### config.mk
export PLATFORM = sky130hd
export DESIGN_NAME = win_cmp
export DESIGN_NICKNAME = d
export VERILOG_FILES = /design/src/rtl/wcmp_pkg.sv /design/src/rtl/wcmp_match.sv /design/src/rtl/wcmp_chan_gate.sv /design/src/rtl/wcmp_evt_fsm.sv /design/src/rtl/win_cmp.sv
export SDC_FILE = /design/constraint.sdc
export NUM_CORES = 1
export LEC_CHECK = 0
export BUFFER_PORTS_ARGS = -buffer_cell sky130_fd_sc_hd__buf_2
export CORE_MARGIN = 8
export CORE_UTILIZATION = 41
export DETAILED_ROUTE_END_ITERATION = 7
export GPL_ROUTABILITY_DRIVEN = 0
export PLACE_DENSITY = 0.77
export SYNTH_ARGS = -nofsm -noshare
export SYNTH_HDL_FRONTEND = slang
export SYNTH_SLANG_ARGS = --single-unit
### constraint.sdc
create_clock -name clk -period 1.2 [get_ports clk]
set_input_delay 0.3 -clock clk [delete_from_list [all_inputs] [get_ports clk]]
set_output_delay 0.3 -clock clk [all_outputs]
set_load 0.01 [all_outputs]
### src/rtl/wcmp_pkg.sv
package wcmp_pkg;
    typedef enum logic [1:0] {
        CMP_BELOW   = 2'd0,
        CMP_ABOVE   = 2'd1,
        CMP_INSIDE  = 2'd2,
        CMP_OUTSIDE = 2'd3
    } cmp_mode_e;

    typedef enum logic {
        ST_ARMED   = 1'b0,
        ST_FLAGGED = 1'b1
    } evt_state_e;
endpackage

### src/rtl/wcmp_match.sv
module wcmp_match
    import wcmp_pkg::*;
#(
    parameter int DATA_W = 12
) (
    input  logic [DATA_W-1:0] value,
    input  logic [DATA_W-1:0] lo,
    input  logic [DATA_W-1:0] hi,
    input  cmp_mode_e         mode,
    output logic              hit
);
    logic under_lo;
    logic over_hi;

    // Strict comparisons; both bounds belong to the window.
    assign under_lo = value < lo;
    assign over_hi  = value > hi;

    always_comb begin
        unique case (mode)
            CMP_BELOW:   hit = under_lo;
            CMP_ABOVE:   hit = over_hi;
            CMP_INSIDE:  hit = !under_lo && !over_hi;
            CMP_OUTSIDE: hit = under_lo || over_hi;
        endcase
    end
endmodule

### src/rtl/wcmp_chan_gate.sv
module wcmp_chan_gate #(
    parameter int CH_W = 3
) (
    input  logic            valid,
    input  logic [CH_W-1:0] chan,
    input  logic [CH_W-1:0] sel,
    input  logic            all,
    input  logic            raw_hit,
    output logic            qual_hit
);
    logic chan_ok;

    assign chan_ok  = all || (chan == sel);
    assign qual_hit = valid && chan_ok && raw_hit;
endmodule

### src/rtl/wcmp_evt_fsm.sv
module wcmp_evt_fsm
    import wcmp_pkg::*;
(
    input  logic clk,
    input  logic rst_n,
    input  logic hit,
    input  logic clr,
    output logic flag,
    output logic irq
);
    evt_state_e state_q, state_d;

    // State register
    always_ff @(posedge clk or negedge rst_n) begin
        if (!rst_n) state_q <= ST_ARMED;
        else        state_q <= state_d;
    end

    // Next state: T_SET, T_CLR, T_HOLD
    always_comb begin
        state_d = state_q;
        unique case (state_q)
            ST_ARMED:   if (hit)         state_d = ST_FLAGGED;
            ST_FLAGGED: if (clr && !hit) state_d = ST_ARMED;
        endcase
    end

    // Outputs
    always_ff @(posedge clk or negedge rst_n) begin
        if (!rst_n) irq <= 1'b0;
        else        irq <= hit;
    end

    assign flag = (state_q == ST_FLAGGED);

    a_r8_sticky: assert property (@(posedge clk) disable iff (!rst_n)
        (flag && !clr) |=> flag);
    a_r9_hit_wins: assert property (@(posedge clk) disable iff (!rst_n)
        hit |=> flag);
    a_r9_clear_drops: assert property (@(posedge clk) disable iff (!rst_n)
        (clr && !hit) |=> !flag);
endmodule

### src/rtl/win_cmp.sv
module win_cmp
    import wcmp_pkg::*;
#(
    parameter int DATA_W = 12,
    parameter int NUM_CH = 8,
    localparam int CH_W  = (NUM_CH > 1) ? $clog2(NUM_CH) : 1
) (
    input  logic              clk,
    input  logic              rst_n,
    input  logic              res_valid,
    input  logic [DATA_W-1:0] res_data,
    input  logic [CH_W-1:0]   res_chan,
    input  logic [DATA_W-1:0] thr_lo,
    input  logic [DATA_W-1:0] thr_hi,
    input  logic [1:0]        cmp_mode,
    input  logic [CH_W-1:0]   chan_sel,
    input  logic              all_chan,
    input  logic              evt_clear,
    output logic              evt_flag,
    output logic              irq
);
    logic raw_hit;
    logic qual_hit;

    wcmp_match #(.DATA_W(DATA_W)) u_match (
        .value (res_data),
        .lo    (thr_lo),
        .hi    (thr_hi),
        .mode  (cmp_mode_e'(cmp_mode)),
        .hit   (raw_hit)
    );

    wcmp_chan_gate #(.CH_W(CH_W)) u_gate (
        .valid    (res_valid),
        .chan     (res_chan),
        .sel      (chan_sel),
        .all      (all_chan),
        .raw_hit  (raw_hit),
        .qual_hit (qual_hit)
    );

    wcmp_evt_fsm u_fsm (
        .clk   (clk),
        .rst_n (rst_n),
        .hit   (qual_hit),
        .clr   (evt_clear),
        .flag  (evt_flag),
        .irq   (irq)
    );

    a_r6_no_valid_no_irq: assert property (@(posedge clk) disable iff (!rst_n)
        !res_valid |=> !irq);
    a_r7_filtered_chan: assert property (@(posedge clk) disable iff (!rst_n)
        (res_valid && !all_chan && res_chan != chan_sel) |=> !irq);
    a_r10_irq_sets_flag: assert property (@(posedge clk) disable iff (!rst_n)
        irq |-> evt_flag);
endmodule

==> Word level (Yosys, flattened, before mapping) <==
Cells that the tools add are included.
{ "word_totals": {"ff_bits": 2, "input_bits": 49, "out_inout_bits": 2} }
{ "classes": {"magnitude_cmp": 2, "n_eq_ne": 4, "muxes": 4, "bitwise_logic": 1, "reduce_logical": 10} }
{ "ops": {"columns": ["cell", "count"], "rows": [
  ["$gt 12x12->1", 1],
  ["$lt 12x12->1", 1],
  ["$eq 2x2->1 const B", 2],
  ["$logic_and 1x1->1", 4],
  ["$pmux 1 s4", 1],
  ["$eq 3x3->1", 1],
  ["$logic_not 1->1", 3],
  ["$eq 2x1->1 const B", 1],
  ["$logic_not 2->1", 1],
  ["$logic_or 1x1->1", 2],
  ["$mux 1", 2],
  ["$pmux 1 s2", 1],
  ["$not 1->1", 1]
]} }

==> Longest topological paths before layout <==
{ "depth": {"word_depth": 9, "mapped_depth": 8, "ltp_nobuf": 8} }

==> Modules after synthesis <==
A second synthesis with hierarchy kept.
{ "hier_totals": {"hier_cells": 97, "hier_area_um2": 744.5} }
{ "by_module_without_submodules": {"columns": ["module", "n_inst", "cells_each", "area_per_inst_um2", "seq_area_each_um2"], "rows": [
  ["wcmp_match", 1, 87, 631.9, 0.0],
  ["wcmp_evt_fsm", 1, 4, 61.3, 50.0],
  ["wcmp_chan_gate", 1, 6, 51.3, 0.0]
]} }

==> Worst setup path after synthesis <==
OpenSTA, ideal clock, no wires.
{ "synth_timing": {"path_kind": "input to register", "start": "input thr_hi[5]", "end": "register u_fsm.state_q (netlist: u_fsm.flag)", "setup_time_ns": 0.139, "arrival_time_ns": 2.001, "t_required_ns": 1.061, "setup_slack_ns": -0.939, "path_stages": 8, "path_buffers": 0, "cell_sequence": "inv_1 > ha_1 > a21o_1 > a221o_1 > a221oi_2 > o2bb2ai_2 > nor3_1 > or4_1"} }
{ "synth_between": {"elab_chain_len": 9, "word_cells_on_any_way": 11, "cone_classes": "1 x order compare; 4 x mux; 6 x reduce/logical"} }
{ "synth_rtl": {"columns": ["element", "line_no", "source"], "rows": [
  ["start, declared", "win_cmp.sv:14", "input logic [DATA_W-1:0] thr_hi,"],
  ["$gt 12x12->1 (*)", "wcmp_match.sv:17", "assign over_hi = value > hi;"],
  ["$logic_not 1->1", "wcmp_match.sv:23", "CMP_INSIDE: hit = !under_lo && !over_hi;"],
  ["$logic_and 1x1->1", "wcmp_match.sv:23", null],
  ["$pmux 1 s4 (*)", "wcmp_match.sv:20", "unique case (mode)"],
  ["$logic_and 1x1->1 (*)", "wcmp_chan_gate.sv:14", "assign qual_hit = valid && chan_ok && raw_hit;"],
  ["$logic_not 1->1", "wcmp_evt_fsm.sv:24", "ST_FLAGGED: if (clr && !hit) state_d = ST_ARMED;"],
  ["$logic_and 1x1->1", "wcmp_evt_fsm.sv:24", null],
  ["$mux 1", "wcmp_evt_fsm.sv:24", null],
  ["$pmux 1 s2 (*)", "wcmp_evt_fsm.sv:22", "unique case (state_q)"],
  ["via u_fsm.state_d", "wcmp_evt_fsm.sv:11", "evt_state_e state_q, state_d;"],
  ["end signal, assigned", "wcmp_evt_fsm.sv:16", "else state_q <= state_d;"],
  ["end, declared", "wcmp_evt_fsm.sv:11", null]
]} }
The timed path passes the listed nets; every way through them passes the cells marked *.

==> Worst setup path in the final report <==
{ "layout_timing": {"start": "input thr_hi[10]", "end": "register u_fsm.state_q (netlist: u_fsm.flag)"} }
Same word-level chain as after synthesis.

==> key figures <==
Setup path
  – Element type at the critical path start: input port
  – Setup slack on the worst flop-to-flop path: 0.08 ns
  – Worst stage delay on the critical path: 0.52 ns
  – Cells traversed along the worst timing path: buf_4 -> inv_12 -> ha_4 -> and4_4 -> nand4_1 -> a21o_1 -> o2bb2ai_2 -> and3_1 -> or4_1
  – Critical Path Slowest Stage Cell: sky130_fd_sc_hd__or4_1
  – Worst Path Class, Setup: in2reg
  – Critical Path RT: 1.28 ns
  – Critical path buffers and inverters: 2
  – Family with the most delay on the worst path: simple AND/OR/NAND/NOR gates
  – Arrival time at the worst endpoint: 2.04 ns
  – Critical Path End Type: flop
  – Maximum net fanout on the critical path: 3

STA
  – Maximum clock frequency: 510 MHz
  – Final critical-path required period: 1.96 ns
  – Final worst path period share: 164%
  – Count of endpoints failing setup in the final report: 2
  – PnR worst setup slack: -0.762 ns
  – Setup repair after global routing missed its margin: yes
  – Setup Skew: 0 ns
  – Hold violation count in the final report: 0
  – Transition time at the pin with the least slew margin: 0.341 ns
  – Tightest slew margin relative to the limit: 77.1%
  – Max-slew violation total from the final report: 0

Route
  – Via count: 886
  – Antenna viol nets, final: 0
  – Vias per cell: 4.84
  – Total Wirelength: 2340 um
  – Post-route DRC violation count: 0
  – Average wire length per cell after detail routing: 12.8 um
  – Iteration-0 DRC count of the detailed router: 11
  – Iteration count of the initial detailed-routing pass: 4

Final layout
  – Area growth from synthesis to final layout: 74.5%
  – # nets final: 232
  – Leading cell type in the layout, fill and taps excluded: sky130_fd_sc_hd__buf_2
  – Share of cells above drive strength 1: 52.5%
  – Number of antenna repair diodes: 0
  – Commonest non-fill, non-tap cells in the layout: 44 x sky130_fd_sc_hd__buf_2, 18 x sky130_fd_sc_hd__inv_1, 16 x sky130_fd_sc_hd__ha_1
  – Final design utilization: 75.3%

Pwr
  – Sequential share of power: 12.5%
  – Power density of the placed cells: 492 nW/um^2
  – Switching power: 221 uW
  – Logic gate share of total power: 65.3%
  – Internal power of the cells: 412 uW
  – Part of the power in the clock network: 22.2%
  – Switching share of power: 34.9%
  – Maximum vdd drop: 279 uV
  – Reported leakage power: 0.721 nW

Yosys
  – Proportion of synthesized flip-flops having asynchronous set or reset: 100%
  – Post-Synthesis Cell Area: 737 um^2
  – Synthesized instance count: 95
  – Synthesized area per cell: 7.76 um^2
  – Post-synth top flop: sky130_fd_sc_hd__dfrtp_1
  – Sequential-to-total area share from yosys stat: 6.79%
  – Count of flip-flops with a built-in enable after synthesis: 0
  – Synthesized net count: 167
  – FF+latch count, synth: 2
  – Synth unique cells: 28
  – Number of warnings printed during yosys synthesis: 0

Clock tree
  – Clock insertion delay at the later pin of the skew report: 0.22 ns
  – Clock tree from TritonCTS: yes
  – TritonCTS sink count: 2
  – Post-CTS setup buffer count: 0
  – Maximum number of buffers from clock root to sink: 2
  – Clock tree root buffer cell: sky130_fd_sc_hd__clkbuf_4
  – Cts bufs inserted: 3
  – # H-tree levels: 1
  – Clock input transition at the sequential cells of the worst setup and hold paths: 0.03 ns

Run status
  – Violations in the final reports: negative setup slack
  – Outcome: finished with violations

Global routing
  – Wire length of the first global-routing pass: 3790 um
  – Global-route congestion overflow total: 0
  – Initial antenna violation count: 0
  – Global routing usage summed across all routing layers: 13.7%
  – Pin count of the biggest net entering global routing: 5
  – Vias in the first global route: 942

Place
  – HPWL after detailed placement: 2090 um
  – Count of input and output buffers: 50
  – Worst setup slack after placement: -1.05 ns

Hold path
  – Path type of the worst min-delay path: in2async

Die
  – Die area: 3410 um^2
  – Placement row count: 15
  – Core region area: 1710 um^2
  – Die boundary width: 58.4 um
  – Die height: 58.4 um
  – Initial core utilization: 43.2%
  – Io pins: 51

Flow run
  – Number of max-cap violations: 0
[synthesized netlist by cell type (all sizes together), types with 2 or more instances]
master   n  share of area (%)
a21o     3                3.1
a21oi    6                4.1
dfrtp    2                6.8
ha      23                 39
inv     25                 13
nand2    5                2.5
nand3    2                1.4
nand4    3                2.5
nor2b    3                2.5
nor3     2                1.4
o21ai    3                3.6
xor2     3                3.6
[flip-flops by register name, indices dropped and copies added, names as in the netlist]
name,cells
u_fsm.flag,1
u_fsm.irq,1
[per-stage QoR]
step	setup TNS (ns)	power, mW	cells	hold slack [ns]	cell area, um^2
floorplan	-1.47	0.282	95	0.00441	860
global placement	-1.90	0.448	179	0.0843	1210
detailed placement	-1.97	0.468	179	0.0863	1210
CTS	-1.45	0.638	183	0.395	1280
global route	-1.55	0.692	183	0.401	1290
finish	-1.47	0.633	183	0.405	1290
[area by class of cell]
| type | count | area, um^2 |
|---|---|---|
| timing repair buffer | 60 | 358 |
| multi-input combinational | 68 | 696 |
| tap | 25 | 31.3 |
| clock buffer | 3 | 22.5 |
| fill | 141 | 422 |
| inverter | 25 | 129 |
| sequential | 2 | 50.0 |
[kinds of logic after synthesis]
group                      count (synthesis)  synth area share (%)
DFF                                        2                  6.79
and+or+nand+nor                           22                  16.6
buffers and inverters                     25                  12.7
xor gates and xnor gates                   3                  3.57
AOI/OAI and AO/OA                         20                  21.2
adders and majority gates                 23                  39.0
[power groups by stage]
stage,clock network [mW],logic (mW),registers (mW)
after floorplan,0,0.197,0.0846
after global placement,0,0.369,0.0793
after detailed placement,0,0.388,0.0800
after CTS,0.146,0.413,0.0794
after global routing,0.152,0.460,0.0799
final,0.140,0.413,0.0792
[worst paths after layout]
check,endpoint,start,cells after the start
max,u_fsm.flag,thr_hi[10],9
min,u_fsm.flag,rst_n,2
max reg2reg,u_fsm.flag,u_fsm.flag,2
min reg2reg,u_fsm.flag,u_fsm.flag,2
max in group asynchronous,u_fsm.irq,rst_n,2
min in group clk,u_fsm.flag,evt_clear,3
[routing by layer]
layer | share of wire (%) | global-route usage (%) | up-vias | routed length [um]
li1 | - | - | 463 | -
met1 | 37 | 13.1 | 392 | 863
met2 | 54 | 26.5 | 29 | 1260
met3 | 8.0 | 3.91 | 2 | 186
met4 | 1.1 | 5.59 | 0 | 25
met5 | 0 | 0 | - | 0
[what timing repair did]
item                       in CTS  in global routing
pin swaps                       4                  1
hold buffers                    1                  0
hold endpoints to repair        2                  0
resized for setup              12                  1
setup endpoints to repair       2                  2
(Power assumes the default switching activity.)
